File: config.mk
export PLATFORM = sky130hd
export DESIGN_NAME = pmpc_csr_file
export DESIGN_NICKNAME = d
export VERILOG_FILES = /design/src/rtl/pmpc_pkg.sv /design/src/rtl/pmpc_csr_file.sv
export SDC_FILE = /design/constraint.sdc
export NUM_CORES = 1
export LEC_CHECK = 0
export ABC_CLOCK_PERIOD_IN_PS = 6900
export BUFFER_PORTS_ARGS = -buffer_cell sky130_fd_sc_hd__buf_2
export CAP_MARGIN = 20
export CORE_ASPECT_RATIO = 0.5
export CORE_MARGIN = 8
export CORE_UTILIZATION = 45
export DETAILED_ROUTE_END_ITERATION = 6
export HOLD_SLACK_MARGIN = 0.05
export PLACE_DENSITY = 0.68
export SKIP_CTS_REPAIR_TIMING = 1
export SLEW_MARGIN = 25
export SYNTH_ARGS = -nofsm -noshare
export SYNTH_HDL_FRONTEND = slang
export SYNTH_SLANG_ARGS = --single-unit
File: constraint.sdc
create_clock -name clk -period 6.9 [get_ports clk]
set_clock_uncertainty 0.15 [all_clocks]
set_input_delay 1.38 -clock clk [delete_from_list [all_inputs] [get_ports clk]]
set_output_delay 1.38 -clock clk [all_outputs]
set_load 0.005 [all_outputs]
File: src/rtl/pmpc_pkg.sv
package pmpc_pkg;

   localparam int CFG_W  = 8;
   localparam int PERM_W = 3;

   typedef enum logic [1:0] {
      AM_OFF   = 2'd0,
      AM_TOR   = 2'd1,
      AM_NA4   = 2'd2,
      AM_NAPOT = 2'd3
   } amode_e;

   typedef enum logic [1:0] {
      VERD_NONE = 2'd0,
      VERD_FULL = 2'd1,
      VERD_DENY = 2'd2
   } verdict_e;

   function automatic amode_e cfg_mode(input logic [CFG_W-1:0] c);
      return amode_e'(c[4:3]);
   endfunction

   function automatic logic [PERM_W-1:0] cfg_perm(input logic [CFG_W-1:0] c);
      return c[PERM_W-1:0];
   endfunction

endpackage

File: src/rtl/pmpc_csr_file.sv
module pmpc_csr_file
   import pmpc_pkg::*;
#(
   parameter int XLEN = 32,
   parameter int NREG = 16,
   localparam int IW = $clog2(NREG)
) (
   input  logic             clk,
   input  logic             rst_n,
   input  logic             we,
   input  logic             is_addr,
   input  logic [IW-1:0]    num,
   input  logic [XLEN-1:0]  wdata,
   output logic [XLEN-1:0]  rdata,
   output logic [CFG_W-1:0] cfg_o  [NREG],
   output logic [XLEN-1:0]  addr_o [NREG]
);
   localparam int PER   = XLEN / CFG_W;
   localparam int NWORD = NREG / PER;

   logic [IW-1:0] word_idx;
   logic          word_ok;
   logic [NWORD-1:0][XLEN-1:0] word_v;

   // word numbering depends on register width
   generate
      if (XLEN == 32) begin : g_narrow
         assign word_idx = num;
         assign word_ok  = int'(num) < NWORD;
      end else begin : g_wide
         assign word_idx = {1'b0, num[IW-1:1]};
         assign word_ok  = !num[0] && (int'(num) / 2) < NWORD;
      end
   endgenerate

   generate
      for (genvar r = 0; r < NREG; r++) begin : g_slot
         logic sel_addr, sel_cfg;
         assign sel_addr = we && is_addr && (num == IW'(r));
         assign sel_cfg  = we && !is_addr && word_ok && (word_idx == IW'(r / PER));

         always_ff @(posedge clk or negedge rst_n) begin
            if (!rst_n) begin
               cfg_o[r]  <= '0;
               addr_o[r] <= '0;
            end else begin
               if (sel_cfg)  cfg_o[r]  <= wdata[CFG_W*(r%PER) +: CFG_W];
               if (sel_addr) addr_o[r] <= wdata;
            end
         end

         assign word_v[r/PER][CFG_W*(r%PER) +: CFG_W] = cfg_o[r];
      end
   endgenerate

   always_comb begin
      rdata = '0;
      if (is_addr) begin
         rdata = addr_o[num];
      end else begin
         for (int w = 0; w < NWORD; w++) begin
            if (word_ok && word_idx == IW'(w)) rdata = word_v[w];
         end
      end
   end

endmodule

; Word level (Yosys, flattened, before mapping)
; Cells that the tools add are included.
; W data, S select, Z words.
[word_totals]
out_inout_bits = 672
ff_bits = 640
elab_cells = 87
in_bits = 40
[op_classes]
order_cmp = 2
muxes = 8
bitwise = 1
n_reduce_logical = 29
eq_ne = 15
[ops]
columns = op, n
row1 = $mux W32, 7
row2 = $bmux W32 S4, 1
row3 = $eq A4 B4 Y1 const B, 8
row4 = $logic_and A1 B1 Y1, 27
row5 = $eq A4 B3 Y1 const B, 4
row6 = $eq A4 B2 Y1 const B, 2
row7 = $ge A5 B5 Y1 const B, 1
row8 = $not A4 Y5, 1
row9 = $eq A4 B1 Y1 const B, 1
row10 = $logic_not A4 Y1, 1
row11 = $lt A4 B3 Y1 const B, 1
row12 = $logic_not A1 Y1, 1

; Longest topological paths before layout
; Gate-level depths: netlist (run 1).
[depth]
ltp_word = 7
depth_mapped = 8
mapped_depth_nobuf = 4

; Worst setup path before layout (run 1)
; OpenSTA, ideal clock, no wires.
[synth_timing]
kind = input port to output port
start = input num[0]
end = output rdata[23]
arrival_time_ns = 2.753
path_buffers = 3
path_stages = 6
path_slack_ns = 2.617
required_ns = 5.370
cell_sequence = buf_2 -> buf_4 -> buf_2 -> mux4_2 -> a21oi_1 -> a22oi_1
[synth_between]
elab_chain_cells = 7
elab_cells_between_ends = 18
classes_between = 1 x order compare / 3 x eq/ne / 8 x mux / 1 x bitwise / 5 x reduce/logical
[synth_rtl]
columns = item, line_no
row1 = start: declaration, pmpc_csr_file.sv:12  ; input logic [IW-1:0] num,
row2 = $lt A4 B3 Y1 / $logic_not A4 Y1 (equally long branches), "pmpc_csr_file.sv:29, pmpc_csr_file.sv:62"
row3 = $logic_and A1 B1 Y1, pmpc_csr_file.sv:62  ; if (word_ok && word_idx == IW'(w)) rdata = word_v[w];
row4 = $mux W32 (4 in series), pmpc_csr_file.sv:62
row5 = $mux W32 *, pmpc_csr_file.sv:58  ; if (is_addr) begin
row6 = end: declaration, pmpc_csr_file.sv:14  ; output logic [XLEN-1:0] rdata,
; Every way passes the cells marked *; elsewhere a longest branch is shown, timed or not. The select of a mux whose other input is x is not followed.

; Worst setup path after layout (run 1)
[layout_timing]
start = input num[1]
end = output rdata[22]
; The elaborated chain is that of the path after synthesis.

==> results of run 1 <==
## Yosys cell counts
library cell               number  area share
sky130_fd_sc_hd__a21oi_1       63       0.011
sky130_fd_sc_hd__a22oi_1       63       0.016
sky130_fd_sc_hd__a31oi_1        1     0.00021
sky130_fd_sc_hd__a32oi_1        1     0.00030
sky130_fd_sc_hd__and2_1        33      0.0071
sky130_fd_sc_hd__and3_1         2     0.00043
sky130_fd_sc_hd__buf_1          3     0.00039
sky130_fd_sc_hd__buf_2         80       0.014
sky130_fd_sc_hd__buf_4         12      0.0031
sky130_fd_sc_hd__buf_6          3      0.0012
sky130_fd_sc_hd__clkbuf_1     100       0.013
sky130_fd_sc_hd__dfrtp_1      640        0.55
sky130_fd_sc_hd__inv_1          1     0.00013
sky130_fd_sc_hd__mux2_1        34       0.013
sky130_fd_sc_hd__mux2_2       576        0.22
sky130_fd_sc_hd__mux2_4        30       0.015
sky130_fd_sc_hd__mux2i_1       96       0.033
sky130_fd_sc_hd__mux4_2        96       0.074
sky130_fd_sc_hd__nand2_1        9      0.0012
sky130_fd_sc_hd__nand2b_1       3     0.00064
sky130_fd_sc_hd__nand3_1        2     0.00034
sky130_fd_sc_hd__nand3b_1       3     0.00077
sky130_fd_sc_hd__nand4_1        1     0.00021
sky130_fd_sc_hd__nor2_1        40      0.0051
sky130_fd_sc_hd__nor2b_1        4     0.00086
sky130_fd_sc_hd__nor3_2         5      0.0017
sky130_fd_sc_hd__nor4_2         1     0.00043
sky130_fd_sc_hd__nor4b_2        1     0.00051
sky130_fd_sc_hd__o21ai_0       32      0.0055
sky130_fd_sc_hd__o221ai_1      32      0.0096
sky130_fd_sc_hd__or3b_2         1     0.00030
## power by group through the flow
stage          clock [mW]  combinational [mW]  sequential [mW]
6_report             3.64                2.53             5.16
5_1_grt              3.84                2.68             5.24
4_1_cts              3.68                2.57             5.14
3_5_place_dp            0                2.56             5.21
3_3_place_gp            0                2.51             5.18
2_1_floorplan           0                1.15             5.08
## sequential cells by signal, summed over array words and instances (netlist names)
name,count
cfg_o,128
addr_o,512
## cells by family (layout without fill, tap and decap cells)
group,count (synthesis),in the layout,synth area share
muxes,832,832,0.358
AOI/OAI and AO/OA,192,192,0.0426
and+or+nand+nor,105,105,0.0196
buffers and inverters,199,865,0.0313
DFF,640,640,0.549
other,0,3,0
## metal layers
metal | part of all wire | wire (um) | vias to the layer above | global-route usage
met2 | 0.49 | 54200 | 888 | 0.487
li1 | - | - | 8514 | -
met5 | 0 | 0 | - | 0
met1 | 0.38 | 42200 | 11200 | 0.357
met4 | 0.064 | 7060 | 0 | 0.150
met3 | 0.059 | 6540 | 308 | 0.0492
## per-stage QoR
| stage | power (mW) | cell area (um^2) | util | hold slack, ps |
|---|---|---|---|---|
| floorplan | 6.22 | 29200 | - | 350 |
| global placement | 7.69 | 33500 | 0.518 | 342 |
| detailed placement | 7.76 | 33500 | 0.519 | 347 |
| CTS | 11.4 | 35700 | 0.552 | 367 |
| global route | 11.8 | 35700 | 0.552 | 388 |
| finish | 11.3 | 35700 | 0.552 | 365 |
## worst max path at each step
| stage | startpoint | end | slack (ps) | depth (start not counted) |
|---|---|---|---|---|
| floorplan | num[0] | rdata[23] | 2620 | 6 |
| global placement | num[0] | rdata[17] | 1490 | 6 |
| detailed placement | num[0] | rdata[17] | 1440 | 6 |
| CTS | num[0] | rdata[17] | 1440 | 6 |
| global route | num[0] | rdata[16] | 1320 | 6 |
| finish | num[1] | rdata[22] | 1460 | 6 |
## critical path, delay by kind of cell
kind / cells / cell delay (ps)
buffers and inverters: 2 / 630
AND/OR/NAND/NOR: 1 / 920
AO/OA/AOI/OAI: 3 / 940
## area by class of cell
cell class                      count  share of cell area
Sequential cell                   640               0.449
Inverter                            1            0.000105
Tap cell                          884              0.0310
Clock inverter                     25              0.0126
Clock buffer                       84              0.0471
Timing Repair Buffer              755               0.112
Multi-Input combinational cell   1129               0.348
Antenna cell                        3            0.000210
==> results.toml, run 1 <==
[run_status]
status = "finished, final reports clean"

[floorplanning]
initial_core_util = 0.452
die-area_um2 = 73800
chipWidth_um = 376
placeable_core_area_um2 = 64600
site_row_count = 66
die-height_um = 196
io_pins = 712

[clock_network]
tritoncts = "done"
cts_root_buffer = "sky130_fd_sc_hd__clkbuf_16"
cts_max_level = 2
latest_clock_arrival_within_the_worst_skew_pair_ps = 620
clk_pin_slew_ps = 70
clock_tree.buffer_depth = 3
clock_buffers_created_by_tritoncts = 58
clock_sink_count = 640

[synth]
postSynthAreaPerCell_um2 = 14.8
synth_sequential_area_ratio = 0.549
number_of_register_bits_inferred_by_synthesis = 640
yosys.cell_types.count = 31
synthesis.yosys.warnings = 0
syn_area_um2 = 29200
synthCells = 1968
number_of_nets_produced_by_synthesis = 2008

[global_route]
grt_remaining_overflow = 0
first_global_vias = 21500
grt_max_degree = 168
global_route_wire_length_before_repair_mm = 159
grt_antenna_before_repair = 3
grt_util_all_layers = 0.288

[hold_path]
min_from = "addr_o[421]"
worstHoldEndpoint = "addr_o[421]"
min_path_cells = 1
holdCritPathClass = "reg -> reg"

[layout]
commonest_cells_after_routing_fill_and_taps_aside = "sky130_fd_sc_hd__buf_2, sky130_fd_sc_hd__dfrtp_1, sky130_fd_sc_hd__mux2_2, sky130_fd_sc_hd__mux4_2, sky130_fd_sc_hd__mux2i_1"
ff_latch_area_um2 = 16000
finalNetCount = 2625
layout_commonest_cell = "sky130_fd_sc_hd__buf_2"
post_route_cells_drive_above_1_share = 0.600
syn_to_final_growth_pct = 22.2
fillCellCount = 5544
layoutNonFillerInstCount = 3521
multi_input_area_um2 = 12400

[route]
drtPass1Iterations = 7
wl_per_cell_um = 31.3
num_vias = 20900
detail_route.iter0.violations = 1853
drc_errors = 0
avgViaCountPerCell = 5.94
postRouteAntennaNets = 0
wirelength_mm = 110

[sta]
timing.final.max_slew_violations = 0
layout_setup_ws_ps = 1460
period_minus_slack_ps = 5440
max_freq_mhz = 184
timing.slew.headroom = 0.227
fin_tns_setup_ps = 0
hold_viol_final = 0
setup_viol_count_final = 0
tightestPinTransition_ps = 1160
fin_crit_sh = 0.788
rsz0062_at_grt = "no"

[setup_path]
nature_of_the_critical_path_startpoint = "primary input"
max_stage_delay_ps = 920
path_cells = "buf_6 > nand3_2 > o221ai_1 > a21oi_1 > a22oi_1 > buf_2"
setup.reg_to_reg.worst_slack_ps = 5840
cp-end-kind = "output port"
cp.required_ps = 5370
worstRegToRegCells = 1
critical_path.slowest_cell = "sky130_fd_sc_hd__nand3_2"
critical_path.reg2reg.endpoint = "addr_o[141]"
max_fanout_on_critical_path = 58
regToRegStartpoint = "addr_o[141]"
worst_setup_path_category = "in -> out"
cp_data_arrival_time_ps = 3910

[power_and_ir_drop]
leakage_nw = 17.6
ir_worst_vdd_mv = 0.188
p_sw_mw = 3.35
power_switching_share = 0.296
p_int_mw = 7.98
p_comb_frac = 0.223
share_seq_of_total_power = 0.455
cellPowerDensity_nw_per_um2 = 318
clock_power_share = 0.321

[placed_design]
place.detailed.instances = 3409
portBuffers = 711
routabilityCongestion = 0.919
dpl_worst_slack_ps = 1440
place_hpwl_mm = 75.1

[flow_run]
cap_violations = 0
Note: power is estimated with default switching activity, not from simulation.
==> run 2: changes to the inputs <==
Settings changed: ABC_CLOCK_PERIOD_IN_PS 6900 to 4700, PLACE_DENSITY 0.68 to 0.71.
Clock period 6.9 ns to 4.7 ns, I/O delays scaled along.
==> results.toml, run 2 (same netlist as run 1, synthesis figures left out) <==
[global_route]
grt_util_all_layers = 0.296
global_route_wire_length_before_repair_mm = 162
grt_max_degree = 108
grt_antenna_before_repair = 8
first_global_vias = 21700
grt_remaining_overflow = 0

[hold_path]
holdCritPathClass = "in -> async"

[placed_design]
dpl_worst_slack_ps = 673
routabilityCongestion = 0.943
portBuffers = 711
place_hpwl_mm = 78.6
placement.cell_area_um2 = 33900

[route]
met3RoutedLength_mm = 8.45
num_vias = 21200
wl_per_cell_um = 31.7
drtPass1Iterations = 5
met2WireLength_mm = 53.6
detail_route.iter0.violations = 2066
postRouteAntennaNets = 0
drc_errors = 0
met1_length_mm = 42.3
route.top_layer_used = "met5"
wirelength_mm = 112
avgViaCountPerCell = 5.98

[layout]
stdcell_area_um2 = 35900
max_flop_register = "addr_o"
finalNetCount = 2652
post_route_cells_drive_above_1_share = 0.606
ff_latch_area_um2 = 16000
multi_input_area_um2 = 12400
top_regs = "addr_o: 512 flops, cfg_o: 128 flops"
commonest_cells_after_routing_fill_and_taps_aside = "sky130_fd_sc_hd__buf_2, sky130_fd_sc_hd__dfrtp_1, sky130_fd_sc_hd__mux2_2, sky130_fd_sc_hd__mux4_2, sky130_fd_sc_hd__mux2i_1"
layout_commonest_cell = "sky130_fd_sc_hd__buf_2"
syn_to_final_growth_pct = 23.0
fillCellCount = 5370
largest_register_ffs = 512

[setup_path]
worst_setup_path_category = "in -> out"
regToRegStartpoint = "addr_o[141]"
nature_of_the_critical_path_startpoint = "primary input"
cp.required_ps = 3610
setup.reg_to_reg.worst_slack_ps = 3610
max_fanout_on_critical_path = 44
cp-end-kind = "output port"
crit_start = "num[0]"
cp_data_arrival_time_ps = 2890

[run_status]
status = "finished, final reports clean"

[sta]
fin_tns_setup_ps = 0
max_freq_mhz = 251
layout_setup_ws_ps = 719
period_minus_slack_ps = 3980
tightestPinTransition_ps = 975
hold_viol_final = 0
timing.final.max_slew_violations = 0
timing.slew.headroom = 0.350
rsz0062_at_grt = "no"
fin_crit_sh = 0.847
setup_viol_count_final = 0

[floorplanning]
initial_core_util = 0.452
site_row_count = 66
die-area_um2 = 73800
placeable_core_area_um2 = 64600
die-height_um = 196
chipWidth_um = 376
io_pins = 712

[clock_network]
clock_sink_count = 640
latest_clock_arrival_within_the_worst_skew_pair_ps = 640
clock_tree.buffer_depth = 3
clock_buffers_created_by_tritoncts = 59
tritoncts = "done"
clk_pin_slew_ps = 70
cts_max_level = 2
cts_root_buffer = "sky130_fd_sc_hd__clkbuf_16"

[power_and_ir_drop]
design_power_total_mw = 16.4
cellPowerDensity_nw_per_um2 = 458
ir_worst_vdd_mv = 0.298
leakage_nw = 17.8

[flow_run]
cap_violations = 0
## run 2: metal layers
| metal | vias up | GRT usage |
|---|---|---|
| met5 | - | 0 |
| met4 | 8 | 0.181 |
| met3 | 356 | 0.0631 |
| met2 | 1078 | 0.475 |
| met1 | 11200 | 0.367 |
| li1 | 8570 | - |
## run 2: final timing paths
| kind | to | cells after the start |
|---|---|---|
| worst max register to register | addr_o[141] | 1 |
| worst min register to register | addr_o[511] | 1 |
| worst min-delay path | addr_o[417] | 1 |
| max in group asynchronous | addr_o[155] | 2 |
| min in group clk | addr_o[511] | 1 |
| worst max-delay path | rdata[31] | 6 |
## run 2: critical path: stages
cell and delay [ps]:
sky130_fd_sc_hd__buf_8 420, sky130_fd_sc_hd__buf_12 330, sky130_fd_sc_hd__mux4_2 540, sky130_fd_sc_hd__a22oi_1 290, sky130_fd_sc_hd__a22oi_1 140, sky130_fd_sc_hd__buf_2 160
## run 2: report_power, final
group          switching, mW  internal [mW]
Clock                   2.21           2.84
Sequential              1.04           6.59
Combinational           1.75           2.00
## run 2: cell type report
class / instances / area share
multi-input combinational: 1129 / 0.345
clock inverter: 29 / 0.00937
sequential: 640 / 0.446
timing repair buffer: 781 / 0.122
inverter: 1 / 0.000105
antenna: 8 / 0.000557
tap: 884 / 0.0308
clock buffer: 77 / 0.0458
## run 2: metrics by stage
stage	cells	util	hold slack, ps
6_report	3549	0.556	253
4_1_cts	3541	0.556	273
2_1_floorplan	1968	-	350
3_3_place_gp	3435	0.525	341
3_5_place_dp	3435	0.525	354
5_1_grt	3543	0.556	309
